[src/rtl/dbu_pkg.sv]
package dbu_pkg;

  typedef enum logic [1:0] {
    RX_IDLE  = 2'd0,
    RX_START = 2'd1,
    RX_DATA  = 2'd2,
    RX_STOP  = 2'd3
  } rx_state_e;

  // clocks per oversampling tick, rounded to the nearest integer
  function automatic int unsigned tick_div(input int unsigned clk_hz,
                                           input int unsigned baud,
                                           input int unsigned ovs);
    int unsigned den;
    den = baud * ovs;
    return (clk_hz + den / 2) / den;
  endfunction

  // clocks per serial bit
  function automatic int unsigned bit_clocks(input int unsigned clk_hz,
                                             input int unsigned baud,
                                             input int unsigned ovs);
    return tick_div(clk_hz, baud, ovs) * ovs;
  endfunction

  // width of a counter that must reach n-1
  function automatic int unsigned cnt_width(input int unsigned n);
    return (n > 1) ? $clog2(n) : 1;
  endfunction

endpackage

[src/rtl/dbu_pacer.sv]
module dbu_pacer #(
  parameter int unsigned PERIOD = 200
) (
  input  logic clk,
  input  logic rst_n,
  input  logic run,
  output logic tick
);
  localparam int unsigned CW = dbu_pkg::cnt_width(PERIOD);
  localparam logic [CW-1:0] LAST = CW'(PERIOD - 1);

  logic [CW-1:0] cnt;

  always_ff @(posedge clk) begin
    if (!rst_n)          cnt <= '0;
    else if (!run)       cnt <= '0;
    else if (cnt == LAST) cnt <= '0;
    else                 cnt <= cnt + 1'b1;
  end

  assign tick = run && (cnt == LAST);
endmodule

[src/rtl/dbu_tx.sv]
module dbu_tx #(
  parameter int unsigned DW       = 8,
  parameter int unsigned BIT_CLKS = 3200
) (
  input  logic          clk,
  input  logic          rst_n,
  input  logic          wr_en,
  input  logic [DW-1:0] wr_data,
  output logic          tx_out,
  output logic          tx_empty,
  output logic          load_ev,
  output logic          busy
);
  localparam int unsigned FW = DW + 2;
  localparam int unsigned IW = dbu_pkg::cnt_width(FW);
  localparam logic [IW-1:0] LAST_IDX = IW'(FW - 1);

  logic          hold_v;
  logic [DW-1:0] hold_d;
  logic [FW-1:0] sreg;
  logic [IW-1:0] idx;
  logic          busy_q;
  logic          bit_tick;
  logic          last_bit;
  logic          wr_acc;

  dbu_pacer #(.PERIOD(BIT_CLKS)) u_bit (
    .clk  (clk),
    .rst_n(rst_n),
    .run  (busy_q),
    .tick (bit_tick)
  );

  assign last_bit = bit_tick && (idx == LAST_IDX);
  assign load_ev  = hold_v && (!busy_q || last_bit);
  assign wr_acc   = wr_en && !hold_v;

  // holding buffer
  always_ff @(posedge clk) begin
    if (!rst_n) begin
      hold_v <= 1'b0;
      hold_d <= '0;
    end else if (wr_acc) begin
      hold_v <= 1'b1;
      hold_d <= wr_data;
    end else if (load_ev) begin
      hold_v <= 1'b0;
    end
  end

  // shifter: stop, data, start packed so bit 0 leaves first
  always_ff @(posedge clk) begin
    if (!rst_n) begin
      sreg   <= '1;
      idx    <= '0;
      busy_q <= 1'b0;
    end else if (load_ev) begin
      sreg   <= {1'b1, hold_d, 1'b0};
      idx    <= '0;
      busy_q <= 1'b1;
    end else if (bit_tick) begin
      sreg <= {1'b1, sreg[FW-1:1]};
      if (last_bit) busy_q <= 1'b0;
      else          idx    <= idx + 1'b1;
    end
  end

  assign tx_out   = sreg[0];
  assign tx_empty = !hold_v;
  assign busy     = busy_q;
endmodule

[src/rtl/dbu_rx.sv]
module dbu_rx #(
  parameter int unsigned DW       = 8,
  parameter int unsigned OVS      = 16,
  parameter int unsigned TICK_DIV = 200
) (
  input  logic          clk,
  input  logic          rst_n,
  input  logic          rx_in,
  input  logic          rd_en,
  output logic [DW-1:0] rd_data,
  output logic          rx_full,
  output logic          frame_err,
  output logic          overrun,
  output logic          done_ev,
  output logic          ferr_ev
);
  import dbu_pkg::*;

  localparam int unsigned TW = cnt_width(OVS);
  localparam int unsigned BW = cnt_width(DW);
  localparam logic [TW-1:0] T_HALF = TW'(OVS / 2 - 1);
  localparam logic [TW-1:0] T_FULL = TW'(OVS - 1);
  localparam logic [BW-1:0] B_LAST = BW'(DW - 1);

  logic          s1, s2, s3;
  logic          fall;
  rx_state_e     state;
  logic [TW-1:0] tcnt;
  logic [BW-1:0] bcnt;
  logic [DW-1:0] shreg;
  logic [DW-1:0] buf_q;
  logic          full_q, ferr_q, ovr_q;
  logic          tick;
  logic          stop_samp;

  // two-stage synchroniser plus one stage for edge detection
  always_ff @(posedge clk) begin
    if (!rst_n) begin
      s1 <= 1'b1;
      s2 <= 1'b1;
      s3 <= 1'b1;
    end else begin
      s1 <= rx_in;
      s2 <= s1;
      s3 <= s2;
    end
  end

  assign fall = s3 && !s2;

  dbu_pacer #(.PERIOD(TICK_DIV)) u_ovs (
    .clk  (clk),
    .rst_n(rst_n),
    .run  (state != RX_IDLE),
    .tick (tick)
  );

  always_ff @(posedge clk) begin
    if (!rst_n) begin
      state <= RX_IDLE;
      tcnt  <= '0;
      bcnt  <= '0;
      shreg <= '0;
    end else begin
      unique case (state)
        RX_IDLE: begin
          tcnt <= '0;
          bcnt <= '0;
          if (fall) state <= RX_START;
        end
        RX_START: if (tick) begin
          if (tcnt == T_HALF) begin
            tcnt  <= '0;
            state <= s2 ? RX_IDLE : RX_DATA;
          end else begin
            tcnt <= tcnt + 1'b1;
          end
        end
        RX_DATA: if (tick) begin
          if (tcnt == T_FULL) begin
            tcnt  <= '0;
            shreg <= {s2, shreg[DW-1:1]};
            if (bcnt == B_LAST) state <= RX_STOP;
            else                bcnt  <= bcnt + 1'b1;
          end else begin
            tcnt <= tcnt + 1'b1;
          end
        end
        RX_STOP: if (tick) begin
          if (tcnt == T_FULL) state <= RX_IDLE;
          else                tcnt  <= tcnt + 1'b1;
        end
        default: state <= RX_IDLE;
      endcase
    end
  end

  assign stop_samp = (state == RX_STOP) && tick && (tcnt == T_FULL);
  assign done_ev   = stop_samp && s2;
  assign ferr_ev   = stop_samp && !s2;

  // receive buffer and sticky flags
  always_ff @(posedge clk) begin
    if (!rst_n) begin
      buf_q  <= '0;
      full_q <= 1'b0;
      ferr_q <= 1'b0;
      ovr_q  <= 1'b0;
    end else begin
      if (rd_en) begin
        full_q <= 1'b0;
        ferr_q <= 1'b0;
        ovr_q  <= 1'b0;
      end
      if (done_ev) begin
        if (full_q && !rd_en) begin
          ovr_q <= 1'b1;
        end else begin
          buf_q  <= shreg;
          full_q <= 1'b1;
        end
      end
      if (ferr_ev) ferr_q <= 1'b1;
    end
  end

  assign rd_data   = buf_q;
  assign rx_full   = full_q;
  assign frame_err = ferr_q;
  assign overrun   = ovr_q;
endmodule

[src/rtl/duplex_uart.sv]
module duplex_uart #(
  parameter int unsigned CLK_HZ = 100_000_000,
  parameter int unsigned BAUD   = 31_250,
  parameter int unsigned DW     = 8,
  parameter int unsigned OVS    = 16
) (
  input  logic          clk,
  input  logic          rst_n,
  input  logic          wr_en,
  input  logic [DW-1:0] wr_data,
  input  logic          rd_en,
  output logic [DW-1:0] rd_data,
  input  logic          rx_in,
  output logic          tx_out,
  output logic          tx_empty,
  output logic          rx_full,
  output logic          frame_err,
  output logic          overrun,
  output logic          irq
);
  localparam int unsigned TICK_DIV = dbu_pkg::tick_div(CLK_HZ, BAUD, OVS);
  localparam int unsigned BIT_CLKS = dbu_pkg::bit_clocks(CLK_HZ, BAUD, OVS);

  // named internal events, observed by the bound checker
  logic tx_load_ev;
  logic tx_busy;
  logic rx_done_ev;
  logic rx_ferr_ev;

  dbu_tx #(.DW(DW), .BIT_CLKS(BIT_CLKS)) u_tx (
    .clk     (clk),
    .rst_n   (rst_n),
    .wr_en   (wr_en),
    .wr_data (wr_data),
    .tx_out  (tx_out),
    .tx_empty(tx_empty),
    .load_ev (tx_load_ev),
    .busy    (tx_busy)
  );

  dbu_rx #(.DW(DW), .OVS(OVS), .TICK_DIV(TICK_DIV)) u_rx (
    .clk      (clk),
    .rst_n    (rst_n),
    .rx_in    (rx_in),
    .rd_en    (rd_en),
    .rd_data  (rd_data),
    .rx_full  (rx_full),
    .frame_err(frame_err),
    .overrun  (overrun),
    .done_ev  (rx_done_ev),
    .ferr_ev  (rx_ferr_ev)
  );

  assign irq = tx_empty | rx_full;
endmodule

[config.mk]
export PLATFORM = sky130hd
export DESIGN_NAME = duplex_uart
export DESIGN_NICKNAME = d
export VERILOG_FILES = /design/src/rtl/dbu_pkg.sv /design/src/rtl/dbu_pacer.sv /design/src/rtl/dbu_tx.sv /design/src/rtl/dbu_rx.sv /design/src/rtl/duplex_uart.sv
export SDC_FILE = /design/constraint.sdc
export NUM_CORES = 1
export LEC_CHECK = 0
export BUFFER_PORTS_ARGS = -buffer_cell sky130_fd_sc_hd__buf_2
export CORE_MARGIN = 3
export CORE_UTILIZATION = 62
export CTS_CLUSTER_DIAMETER = 40
export CTS_CLUSTER_SIZE = 20
export DETAILED_ROUTE_END_ITERATION = 8
export GPL_TIMING_DRIVEN = 0
export PLACE_DENSITY_LB_ADDON = 0.2
export SLEW_MARGIN = 0
export SYNTH_ARGS = -nofsm -noshare
export SYNTH_HDL_FRONTEND = slang
export SYNTH_SLANG_ARGS = --single-unit
[constraint.sdc]
create_clock -name clk -period 3.99 [get_ports clk]
set_clock_uncertainty 0.2 [all_clocks]
set_input_delay 0.399 -clock clk [delete_from_list [all_inputs] [get_ports clk]]
set_output_delay 0.399 -clock clk [all_outputs]
set_load 0.02 [all_outputs]
---- Yosys cells after proc, flatten, opt, wreduce, memory -nomap -nowiden ----
Cells that the tools add are included.
storage, ports and cells
  output and inout port bits .............. 14
  memory bits (writable) .................. 0
  flip-flop bits (word level) ............. 74
  bits in read-only memories .............. 0
  memories ................................ 0
  bits in latches ......................... 0
  word-level logic and storage cells ...... 117
cells by class
  multiply operators ...................... 0
  shift operators ......................... 0
  reductions and logical operators ........ 33
  divide/modulo/power cells ............... 0
  magnitude comparators ................... 0
  equality and inequality tests ........... 19
  add/sub/neg operators ................... 5
  muxes and demuxes ....................... 36
  bitwise operators ....................... 6
operators with widths
  cell                                                             number
  4-bit two-way mux                                                6
  2-bit two-way mux                                                9
  9-bit two-way mux                                                2
  2-bit by 1-bit != test with 1-bit output, second input constant  8
  4-bit case mux with 4 select lines                               1
  1-bit two-way mux                                                13
  12-bit by 1-bit adder with 12-bit output, second input constant  1
  12-bit == test, second input constant                            1
  2-bit nonzero test                                               6
  1-bit logical AND                                                11
  3-bit two-way mux                                                3
  4-bit by 1-bit adder with 4-bit output, second input constant    2
  8-bit by 1-bit adder with 8-bit output, second input constant    1
  4-bit == test, second input constant                             2
  8-bit == test, second input constant                             1
  2-bit case mux with 4 select lines                               1
  4-bit AND reduction                                              2
  8-bit AND reduction                                              1
  3-bit case mux with 2 select lines                               1
  2-bit AND reduction                                              3
  3-bit OR reduction                                               2
  1-bit NOT                                                        5
  2-bit == test, second input constant                             2
  4-bit by 3-bit == test with 1-bit output, second input constant  1
  other kinds (10)                                                 14

---- Longest topological paths before layout ----
Gate-level depths: netlist of the first run.
  depth after elaboration ................. 7
  mapped depth ............................ 7
  gate-level depth less buffers ........... 6

---- Modules after synthesis ----
A second synthesis of the first run with hierarchy kept.
second synthesis, totals
  cells, all modules ...................... 346
  area total of the unflattened synthesis .. 3,318.2 sq um
by module, submodules not included
  module                  area each (sq um)  cells each  instances
  dbu_rx                  1,346.3            129         1
  dbu_tx                  1,052.3            117         1
  dbu_pacer (u_tx.u_bit)  559.3              60          1
  dbu_pacer (u_rx.u_ovs)  354.1              39          1
  duplex_uart             6.3                1           1

---- Least setup slack after synthesis of the first run ----
OpenSTA, ideal clock, no wires.
  path kind ............................... reg2reg
  start point ............................. register u_tx.u_bit.cnt[7]
  end point ............................... register u_tx.sreg[1]
  arrival time ............................ 1,915 ps
  stages on the path, launching flop included .. 7
  path slack .............................. 1,741 ps
  clock period less this slack ............ 2,249 ps
  setup time .............................. 134 ps
  data required time ...................... 3,656 ps
  cell sequence ........................... dfxtp_1 -> or3_1 -> buf_6 -> o41ai_2 -> and2_0 -> clkbuf_2 -> a31oi_1
between the ends
  word-level cells in the longest chain between the ends .. 6
  elaborated cells between the ends (all ways) .. 7
  those cells by class .................... eq/ne (1); mux (1); reduce/logical (5)
ends and longest elaborated chain
  item                                                     line             text
  start, declared                                          dbu_pacer.sv:12  logic [CW-1:0] cnt;
  start signal, assigned                                   dbu_pacer.sv:18  else cnt <= cnt + 1'b1;
  12-bit == test (*)                                       dbu_pacer.sv:21  assign tick = run && (cnt == LAST);
  1-bit logical AND (*)                                    dbu_pacer.sv:21
  1-bit logical AND                                        dbu_tx.sv:34     assign last_bit = bit_tick && (idx == LAST_IDX);
  1-bit logical OR                                         dbu_tx.sv:35     assign load_ev = hold_v && (!busy_q || last_bit);
  1-bit logical AND                                        dbu_tx.sv:35
  9-bit two-way mux or 2-bit nonzero test (tied branches)  --
  end signal, assigned                                     dbu_tx.sv:58     sreg <= {1'b1, hold_d, 1'b0};
  end signal, assigned                                     dbu_tx.sv:62     sreg <= {1'b1, sreg[FW-1:1]};
  end, declared                                            dbu_tx.sv:20     logic [FW-1:0] sreg;
Mark *: on every way between the ends. The rest lies on a longest branch, timed or not.
A chain may end at the register's enable or synchronous reset.

---- Worst setup path in the final report of the first run ----
  start point ............................. register u_tx.u_bit.cnt[7]
  end point ............................... register u_tx.sreg[3]
The elaborated chain is that of the path after synthesis.

==> flow_summary.yaml, run 1 <==
layout:
  n_antenna_cell: 0
  syn_to_final_growth_pct: 13.30
  final_net_count: 427
  drive_gt1_frac: 0.1214
  multi_input_area_um2: 1604
  seqCellArea_um2: 1481
  design_area_um2: 3687
  final_cells: 479
  final_util: 0.7508
  fill_cells: 355
critical_path:
  setup.worst_path.start: "u_tx.u_bit.cnt[7]$_SDFF_PP0_"
  start_kind: "flop"
  worst_r2r_endpoint: "u_tx.sreg[3]$_SDFFE_PN1P_"
  crit_arrival_ns: 2.65
  endpoint_kind: "flop"
  path_class: "flop to flop"
  r2r_slack_ns: 1.35
  endpoint: "u_tx.sreg[3]$_SDFFE_PN1P_"
  r2r-start: "u_tx.u_bit.cnt[7]$_SDFF_PP0_"
  rr_worst_depth: 6
  worstPathRequired_ns: 4.00
  cp_max_fo: 10
timing:
  setup_violations: 0
  slew_headroom: 0.3541
  report.final.slew_viol_count: 0
  clock.fmax_mhz: 378.2
  hold_violations: 0
  worst_pin_slew_ns: 0.9584
  rsz0062_at_grt: "no"
  fin_crit_ns: 2.644
  min_period_over_period: 0.6627
  setup_tns_ns: 0
power_and_ir_drop:
  fin_total_pwr_w: 0.001488
  vdd_drop_max_mv: 0.3112
  power.leakage_nw: 1.293
  power_density_nw_per_um2: 403.6
global_route:
  grt_pass1_wl_um: 11590
  grt.overflow.total: 0
  grtUsageTotal: 0.2323
  grt_pass1_vias: 2613
  antenna_found_initial: 0
  grt_max_degree: 14
clocking:
  postCtsHoldBufs: 0
  cts_tree: "yes"
  clk_transition_reported_paths_ns: 0.08
  root_buffer: "clkbuf_8"
  clk_latency_ns: 0.34
  cts.sinks: 74
  cts_resized: 0
  postCtsSetupBuffers: 0
  clock_path_buffers: 2
  numCtsBuffers: 9
  htreeDepth: 3
synth:
  synth_top_area_cell: "dfxtp_1"
  synth_top_family_by_area: "simple AND/OR/NAND/NOR gates"
  synthSimpleGateAreaFrac: 0.2226
  async_flop_share: 0
  synth.area.mux_share: 0.04652
  ys_top_cells_by_area: "dfxtp_1 (46%), nor2_1 (5.8%), mux2i_1 (4.3%)"
  ys_ff_latch: 74
  postSynthAreaPerCell_um2: 8.796
  synth_edf_count: 0
  synth_fa_ha_area_frac: 0.02691
  synthCells: 370
  yosysUniqueCellTypes: 46
  synth_fp_nets: 390
  synthXorXnorAreaFrac: 0.04575
  ys_seq_area_frac: 0.4552
  ys_warn_count: 0
  synth_compound_area_frac: 0.1511
  synth_top_cell_area_share: 0.4552
  synth_flop_cell: "dfxtp_1"
  syn_area_um2: 3254
routing:
  vias: 2806
  wl_per_cell_um: 14.15
  viasPerCell: 5.858
  antenna_left: 0
  totalWireLength_um: 6780
  post-route-drc-count: 0
  drtIter0Drc: 186
  dr.pass1.iters: 5
floorplan:
  die_y_um: 78.45
  rows: 25
  die-area_um2: 6154
  ios: 27
  core_um2: 4911
  die_x_um: 78.45
  initial_utilization: 0.6627
flow_run:
  drv_cap: 0
run_status:
  status: "completed"
placed_design:
  post_dp_cell_area_um2: 3468
  place_congestion: 0.8090
  port_buffers: 26
  dpl.hpwl_um: 4733
  dp_cells: 463
min_path:
  hold_path.class: "primary input to flop"
## how the worst min path moves through the flow
stage,slack (ns),start,cells after the start,to
global placement,0.19,u_rx.s1$_SDFF_PN1_,1,u_rx.s2$_SDFF_PN1_
finish,0.04,rx_in,2,u_rx.s1$_SDFF_PN1_
floorplan,0.19,u_rx.s1$_SDFF_PN1_,1,u_rx.s2$_SDFF_PN1_
detailed placement,0.19,u_rx.s1$_SDFF_PN1_,1,u_rx.s2$_SDFF_PN1_
global route,0.06,rx_in,2,u_rx.s1$_SDFF_PN1_
CTS,0.03,rx_in,2,u_rx.s1$_SDFF_PN1_
## worst max-delay path, stage by stage (launching register included)
cell,delay (ns)
dfxtp_1,0.37
or3_1,0.40
buf_6,0.15
o41ai_2,0.86
and2_0,0.21
clkbuf_2,0.20
a31oi_1,0.11
## registers in the layout (all words and copies together) (netlist names), named ones only
signal,count
u_rx.s3,1
u_rx.frame_err,1
u_tx.hold_v,1
u_rx.state,1
u_rx.tcnt,4
u_tx.sreg,9
u_rx.overrun,1
u_rx.s2,1
u_tx.hold_d,8
u_rx.u_ovs.cnt,8
u_tx.u_bit.cnt,12
u_rx.shreg,8
u_tx.idx,4
u_rx.rd_data,8
u_tx.busy,1
u_rx.bcnt,3
u_rx.s1,1
u_rx.rx_full,1
## cells in the final DEF, fill, tap and decap left out, types with 3 or more instances in the layout
| cell type | n |
|---|---|
| o41ai_1 | 8 |
| nor3_1 | 6 |
| nand4_1 | 12 |
| a31oi_1 | 9 |
| clkinvlp_4 | 3 |
| ha_1 | 7 |
| or4_1 | 5 |
| buf_2 | 27 |
| nor3b_1 | 3 |
| nand2_1 | 6 |
| nor2_1 | 50 |
| clkbuf_8 | 9 |
| or3_1 | 3 |
| xnor2_1 | 10 |
| o21ai_0 | 16 |
| a221oi_1 | 8 |
| nand2b_1 | 6 |
| a22o_1 | 3 |
| a21oi_1 | 23 |
| nand3b_1 | 4 |
| mux2i_1 | 14 |
| clkbuf_1 | 21 |
| nor2b_1 | 4 |
| nor4_1 | 5 |
| nand3_1 | 24 |
| dfxtp_1 | 74 |
| inv_1 | 17 |
| xor2_1 | 7 |
## cell usage after synthesis, types with 2 or more instances
cell and n:
a221oi_1 8, xnor2_1 10, clkbuf_2 2, or3_1 3, xor2_1 7, inv_1 17
a21oi_1 23, a22o_1 3, nand3_1 24, dfxtp_1 74, a31oi_1 9, nor2b_1 4
or4_1 5, o31ai_1 2, and4_1 2, nand3b_1 4, nor3_1 6, nand2_1 6
nand2b_1 6, and3_1 2, clkbuf_1 20, o41ai_1 8, nor2_1 50, ha_1 7
a21o_1 2, nor4_1 5, mux2i_1 14, nor3b_1 3, nand4_1 12, o21ai_0 16
## stage by stage
stage / setup WS [ns] / hold WS (ns)
finish: 1.346 / 0.04098
global placement: 1.512 / 0.1886
global route: 1.153 / 0.05699
floorplan: 1.741 / 0.1863
CTS: 1.359 / 0.02909
detailed placement: 1.376 / 0.1918
## cell families after synthesis
logic type	after synthesis
AO/OA/AOI/OAI	76
XOR/XNOR	17
adder cells (fa/ha/maj)	7
buffers and inverters	42
flip-flops	74
multiplexers	15
AND/OR/NAND/NOR	139
## where the power goes
part / leakage [nW] / switching [W] / internal [W] / total, W
Clock: 0.0987 / 0.000283 / 0.000353 / 0.000636
Sequential: 0.601 / 0.0000116 / 0.000757 / 0.000769
Combinational: 0.594 / 0.0000524 / 0.0000316 / 0.0000841
Total: 1.29 / 0.000347 / 0.00114 / 0.00149
## cell type report
cell class / count / share of cell area
Multi-Input combinational cell: 254 / 0.4350
Sequential cell: 74 / 0.4018
Timing Repair Buffer: 26 / 0.03529
Clock buffer: 10 / 0.03461
Buffer: 24 / 0.02749
Clock inverter: 6 / 0.02477
Tap cell: 67 / 0.02273
Inverter: 18 / 0.01832
## routing by layer
metal / vias up / part of all wire / global-route usage
met1: 1307 / 0.47 / 0.3013
met3: 10 / 0.043 / 0.03670
met2: 88 / 0.48 / 0.3887
li1: 1401 / - / -
met5: - / 0 / 0
met4: 0 / 0.013 / 0.08916
Power figures use the tool's default switching activity.
==> run 2, diff against run 1 <==
CORE_UTILIZATION = 53   (was 62)
clock period = 2.4 ns   (was 3.99 ns; I/O delays follow)
==> run 2 against run 1 <==
Compared with the run above: clock power increased by 70%; sequential share of layout area down 2.3 points; die area increased by 16%; worst hold slack improved by 0.028 ns; non-clock buffer count grew 14; count of clock-buffer cells in the layout fell by 1; global-route usage decreased by 2.2 points; sequential cell count is the same; final area rose by 6.2%; critical endpoint is now u_tx.idx[2]$_SDFFE_PP0P_; largest cell class unchanged; highest routed layer unchanged.
==> flow_summary.yaml, run 2 (synthesis results as in run 1) <==
global_route:
  grt_pass1_vias: 2713
  grt_max_degree: 15
  grtUsageTotal: 0.2108
  grt_pass1_wl_um: 12150
  antenna_found_initial: 0
  grt.overflow.total: 0
critical_path:
  rr_worst_depth: 6
  cpPeakStageDelay_ns: 0.48
  crit_chain: "or3_1, buf_6, or4_1, buf_6, or4_1, a21oi_2"
  worst_path_dominant_cell_family: "simple AND/OR/NAND/NOR gates"
  path_depth: 6
  crit_arrival_ns: 2.46
  cp_max_fo: 10
  worst_r2r_endpoint: "u_tx.idx[2]$_SDFFE_PP0P_"
  r2r-start: "u_tx.u_bit.cnt[7]$_SDFF_PP0_"
  worst-path-buf-inv: 2
  path_class: "flop to flop"
  slowest_stage: "or4_1"
  worstPathRequired_ns: 2.48
  endpoint_kind: "flop"
  start_kind: "flop"
  r2r_slack_ns: 0.02
layout:
  seqCellArea_um2: 1485
  final_common_cell: "dfxtp_1"
  final_util: 0.6862
  layout_common_cells: "dfxtp_1 (73), nor2_1 (50), buf_2 (27)"
  largestRegisters: "u_tx.u_bit.cnt: 12 flops, u_tx.sreg: 9 flops"
  final_cells: 498
  syn_to_final_growth_pct: 20.38
  final_net_count: 441
  drive_gt1_frac: 0.1573
  largest_register: "u_tx.u_bit.cnt"
  largest_reg_flops: 12
  n_antenna_cell: 0
  fill_cells: 454
  multi_input_area_um2: 1667
clocking:
  htreeDepth: 3
  clk_latency_ns: 0.35
  numCtsBuffers: 9
  clk_transition_reported_paths_ns: 0.08
  cts_tree: "yes"
  root_buffer: "clkbuf_8"
  cts.sinks: 74
  clock_path_buffers: 2
timing:
  report.final.slew_viol_count: 0
  hold_violations: 0
  setup_tns_ns: 0
  slew_headroom: 0.6040
  clock.fmax_mhz: 421.0
  worst_slack_ns: 0.02471
  fin_crit_ns: 2.375
  setup_violations: 0
  min_period_over_period: 0.9897
  worst_pin_slew_ns: 0.5888
power_and_ir_drop:
  fin_total_pwr_w: 0.002532
  vdd_drop_max_mv: 0.4204
  power.leakage_nw: 1.400
  power_density_nw_per_um2: 646.4
min_path:
  hold_depth: 3
  holdPathEnd: "u_tx.u_bit.cnt[10]$_SDFF_PP0_"
  worst_hold_startpoint: "rst_n"
  hold_path.class: "primary input to flop"
routing:
  post-route-drc-count: 0
  dr.pass1.iters: 4
  drtIter0Drc: 190
  totalWireLength_um: 7457
  wl_per_cell_um: 14.97
  viasPerCell: 5.791
  vias: 2884
  antenna_left: 0
run_status:
  status: "completed"
floorplan:
  die_x_um: 84.36
  initial_utilization: 0.5700
  core_um2: 5709
  die-area_um2: 7117
  rows: 27
  ios: 27
  die_y_um: 84.36
placed_design:
  place_congestion: 0.8553
  dpl.hpwl_um: 4791
  port_buffers: 26
  pre_cts_ws_ns: -0.1356
  dp_cells: 468
flow_run:
  drv_cap: 0
[run 2: changes by cell type in the layout (fill, tap and decap cells not counted), moves of 2 or more]
cell | previous run | this run
dlygate4sd3_1 | 0 | 11
a221oi_1 | 8 | 2
a221oi_2 | 0 | 6
clkbuf_1 | 21 | 17
clkinv_4 | 1 | 5
buf_4 | 0 | 3
clkinvlp_4 | 3 | 0
buf_6 | 1 | 3
nor3b_1 | 3 | 1
nor3b_2 | 0 | 2
[run 2: area by class of cell]
cell class	instances	share of cell area
Multi-Input combinational cell	254	0.4254
Clock buffer	9	0.03162
Inverter	18	0.01725
Clock inverter	7	0.02651
Tap cell	72	0.02300
Timing Repair Buffer	40	0.06707
Buffer	24	0.03002
Sequential cell	74	0.3791
[run 2: worst max path at each step]
stage	from	end	slack (ns)
6_report	u_tx.u_bit.cnt[7]$_SDFF_PP0_	u_tx.idx[2]$_SDFFE_PP0P_	0.02
5_1_grt	u_tx.u_bit.cnt[7]$_SDFF_PP0_	u_tx.idx[2]$_SDFFE_PP0P_	-0.03
4_1_cts	u_tx.u_bit.cnt[7]$_SDFF_PP0_	u_tx.sreg[6]$_SDFFE_PN1P_	-0.002
3_5_place_dp	u_tx.u_bit.cnt[7]$_SDFF_PP0_	u_tx.sreg[6]$_SDFFE_PN1P_	-0.14
3_3_place_gp	u_tx.u_bit.cnt[7]$_SDFF_PP0_	u_tx.sreg[5]$_SDFFE_PN1P_	-0.08
2_1_floorplan	u_tx.u_bit.cnt[7]$_SDFF_PP0_	u_tx.sreg[1]$_SDFFE_PN1P_	0.15
[run 2: per-layer routing]
metal | GRT usage | vias up | share of wire
li1 | - | 1435 | -
met1 | 0.2553 | 1363 | 0.44
met2 | 0.3572 | 69 | 0.49
met3 | 0.05005 | 17 | 0.050
met4 | 0.09065 | 0 | 0.023
met5 | 0 | - | 0
[run 2: worst reg2reg max path, delay by kind of cell, from the launching register on]
kind	cells	cell delay, ns
AND/OR/NAND/NOR	3	1.29
flip-flops	1	0.37
buffers and inverters	2	0.30
AO/OA/AOI/OAI	1	0.16
[run 2: metrics by stage]
stage | hold WS, ns | area (um2)
2_1_floorplan | 0.1193 | 3254
3_3_place_gp | 0.1907 | 3475
3_5_place_dp | 0.1979 | 3475
4_1_cts | 0.06530 | 3841
5_1_grt | 0.08455 | 3918
6_report | 0.06945 | 3918
[run 2: repair_timing]
action / 4_1_cts / 5_1_grt
hold endpoints to repair: 12 / 0
hold buffers: 11 / 0
resized for setup: 4 / 20
endpoints found under the setup margin: 21 / 26
setup buffers: 1 / 2
pin swaps: 2 / 3
[run 2: power breakdown]
part	leakage (nW)	internal [W]	switching (W)	total, W
combinational	0.685	0.0000715	0.0000973	0.000169
clock	0.114	0.000594	0.000491	0.00108
sequential	0.601	0.00126	0.0000219	0.00128
total	1.40	0.00192	0.000610	0.00253
==> run 3, diff against run 2 <==
--- a/config.mk
+++ b/config.mk
@@ -17,3 +17,4 @@
 export SYNTH_ARGS = -nofsm -noshare
 export SYNTH_HDL_FRONTEND = slang
+export SYNTH_HIERARCHICAL = 1
 export SYNTH_SLANG_ARGS = --single-unit
==> constraint.sdc (replaced) <==
create_clock -name clk -period 2.4 [get_ports clk]
set_clock_uncertainty 0.2 [all_clocks]
set_input_delay 0.48 -clock clk [delete_from_list [all_inputs] [get_ports clk]]
set_output_delay 0.48 -clock clk [all_outputs]
set_load 0.02 [all_outputs]
==> run 3 against run 2 <==
Compared with the run above: utilization down 4.6 points; fmax rose by 3.7%; setup slack improved by 0.084 ns; combinational power decreased by 27%; routed wire length is 14% lower; total power is 7.3% lower; critical path type unchanged.
==> flow_summary.yaml, run 3 <==
run_status:
  status: "completed"
clocking:
  postCtsHoldBufs: 0
  clock_path_buffers: 2
  clk_transition_reported_paths_ns: 0.07
  htreeDepth: 3
  cts.sinks: 74
  numCtsBuffers: 9
  root_buffer: "clkbuf_8"
  cts_tree: "yes"
  clk_latency_ns: 0.34
critical_path:
  endpoint: "u_rx/tcnt[3]$_SDFFE_PN0P_"
  cp_max_fo: 6
  rr_worst_depth: 7
  slowest_stage: "or4b_4"
  start_kind: "flop"
  setup.worst_path.start: "u_rx/u_ovs/cnt[0]$_SDFF_PP0_"
  endpoint_kind: "flop"
  r2r_slack_ns: 0.11
  r2r-start: "u_rx/u_ovs/cnt[0]$_SDFF_PP0_"
  worst_r2r_endpoint: "u_rx/tcnt[3]$_SDFFE_PN0P_"
  crit_chain: "ha_4, and4bb_2, and3_2, nand2_1, or4b_4, or3_1, o21ai_1"
  cpPeakStageDelay_ns: 0.53
  worstPathRequired_ns: 2.47
  path_class: "flop to flop"
  crit_arrival_ns: 2.37
power_and_ir_drop:
  power.leakage_nw: 1.420
  power_density_nw_per_um2: 612.2
  vdd_drop_max_mv: 0.4849
  fin_total_pwr_w: 0.002348
routing:
  vias: 2579
  dr.pass1.iters: 4
  viasPerCell: 5.511
  drtIter0Drc: 92
  post-route-drc-count: 0
  wl_per_cell_um: 13.63
  antenna_left: 0
  totalWireLength_um: 6377
layout:
  final_net_count: 408
  largest_reg_flops: 12
  largestRegisters: "u_tx/u_bit/cnt: 12 flops, u_tx/sreg: 9 flops"
  fill_cells: 524
  syn_to_final_growth_pct: 15.57
  layout_common_cells: "dfxtp_1 (72), buf_2 (32), nand2_1 (28)"
  n_antenna_cell: 0
  multi_input_area_um2: 1732
  largest_register: "u_tx/u_bit/cnt"
  final_common_cell: "dfxtp_1"
  drive_gt1_frac: 0.2137
  seqCellArea_um2: 1484
floorplan:
  die_x_um: 85.13
  die-area_um2: 7246
  core_um2: 5991
  die_y_um: 85.13
  ios: 27
  initial_utilization: 0.5539
  rows: 28
timing:
  hold_violations: 0
  report.final.slew_viol_count: 0
  clock.fmax_mhz: 436.5
  setup_tns_ns: 0
  holdWs_ns: 0.1236
  setup_violations: 0
  slew_headroom: 0.6688
  worst_slack_ns: 0.1090
  fin_crit_ns: 2.291
  worst_pin_slew_ns: 0.4968
  rsz0062_at_grt: "no"
  min_period_over_period: 0.9546
global_route:
  grt.overflow.total: 0
  grtUsageTotal: 0.1929
  grt_max_degree: 13
  grt_pass1_wl_um: 11170
  antenna_found_initial: 0
  grt_pass1_vias: 2531
placed_design:
  pre_cts_ws_ns: -0.1686
  dpl.hpwl_um: 4341
  port_buffers: 26
  place_congestion: 0.8212
flow_run:
  drv_cap: 0
synth:
  ys_ff_latch: 74
  synth_edf_count: 0
  ys_warn_count: 6
  syn_area_um2: 3318
  postSynthAreaPerCell_um2: 9.590
  synth_fp_nets: 366
  synth.top_cells.by_count: "dfxtp_1 (74), nand2_1 (28), mux2i_1 (24)"
  yosysMostFrequentCell: "dfxtp_1"
  synth_flop_cell: "dfxtp_1"
  ys_seq_area_frac: 0.4465
  ys_top_cells_by_area: "dfxtp_1 (45%), mux2i_1 (7.2%), nor2b_1 (4.0%)"
  synth_top_area_cell: "dfxtp_1"
  synthCells: 346
  async_flop_share: 0
  synth_top_cell_area_share: 0.4465
  yosysUniqueCellTypes: 60
min_path:
  hold_path.class: "primary input to flop"
  hold_depth: 2
==> run 3: changes by cell type in the layout (fill, tap and decap cells not counted), moves of 9 or more <==
cell | before | now
dlygate4sd3_1 | 11 | 0
clkbuf_1 | 17 | 8
nand3_1 | 24 | 11
nor2b_1 | 4 | 21
a211oi_1 | 1 | 14
mux2i_1 | 14 | 24
nand2_1 | 6 | 28
nor2_1 | 50 | 19
==> run 3: area by class of cell <==
cell class / instances / area share
buffer: 18 / 0.02904
clock buffer: 12 / 0.03785
clock inverter: 4 / 0.01338
inverter: 10 / 0.009788
multi-input combinational: 244 / 0.4515
sequential: 74 / 0.3869
tap: 75 / 0.02447
timing repair buffer: 31 / 0.04698
==> run 3: critical path: cells and delay by family (launching register included) <==
family / cells / cell delay, ns
AND/OR/NAND/NOR: 5 / 1.40
AO/OA/AOI/OAI: 1 / 0.07
flip-flops: 1 / 0.39
adder cells (fa/ha/maj): 1 / 0.17
==> run 3: worst min path at each step <==
| stage | endpoint | from | slack (ns) |
|---|---|---|---|
| 6_report | u_rx/s1$_SDFF_PN1_ | rx_in | 0.12 |
| 3_5_place_dp | u_rx/s2$_SDFF_PN1_ | u_rx/s1$_SDFF_PN1_ | 0.20 |
| 4_1_cts | u_rx/s1$_SDFF_PN1_ | rx_in | 0.10 |
| 5_1_grt | u_rx/s1$_SDFF_PN1_ | rx_in | 0.13 |
| 3_3_place_gp | u_rx/s2$_SDFF_PN1_ | u_rx/s1$_SDFF_PN1_ | 0.19 |
| 2_1_floorplan | u_rx/s2$_SDFF_PN1_ | u_rx/s1$_SDFF_PN1_ | 0.19 |
==> run 3: per-stage QoR <==
stage | std cells | instance area (um2) | utilization
finish | 468 | 3835 | 0.6401
global route | 468 | 3835 | 0.6401
CTS | 464 | 3772 | 0.6297
detailed placement | 447 | 3542 | 0.5913
global placement | 447 | 3542 | 0.5913
floorplan | 346 | 3318 | -
==> run 3: where the power goes <==
group          leakage (nW)  switching, W  internal [W]  total (W)
clock network        0.0966      0.000443      0.000510   0.000952
logic                 0.722     0.0000697     0.0000530   0.000123
registers             0.601     0.0000176       0.00126    0.00127
total                  1.42      0.000530       0.00182    0.00235
==> run 3: kinds of logic (layout without fill, tap and decap cells) <==
logic type	count (synthesis)	after routing	share of synthesized area
flops	74	74	0.4465
xor+xnor	8	8	0.02112
mux	25	25	0.07579
fa+ha+maj	7	7	0.02639
simple gates	138	138	0.2455
compound gates	66	66	0.1406
buf+inv	28	75	0.04411
==> run 3: what timing repair did <==
item                       CTS  global route
pin swaps                    2             2
setup endpoints to repair   30            33
resized for setup            5             7
hold endpoints to repair     0             0
buffers inserted             1             4
==> run 3: per-layer routing <==
layer | global-route usage | up-vias | share of wire
met5 | 0 | - | 0
met1 | 0.2393 | 1214 | 0.49
met3 | 0.05437 | 6 | 0.032
met4 | 0.1022 | 0 | 0.015
li1 | - | 1322 | -
met2 | 0.3037 | 37 | 0.46
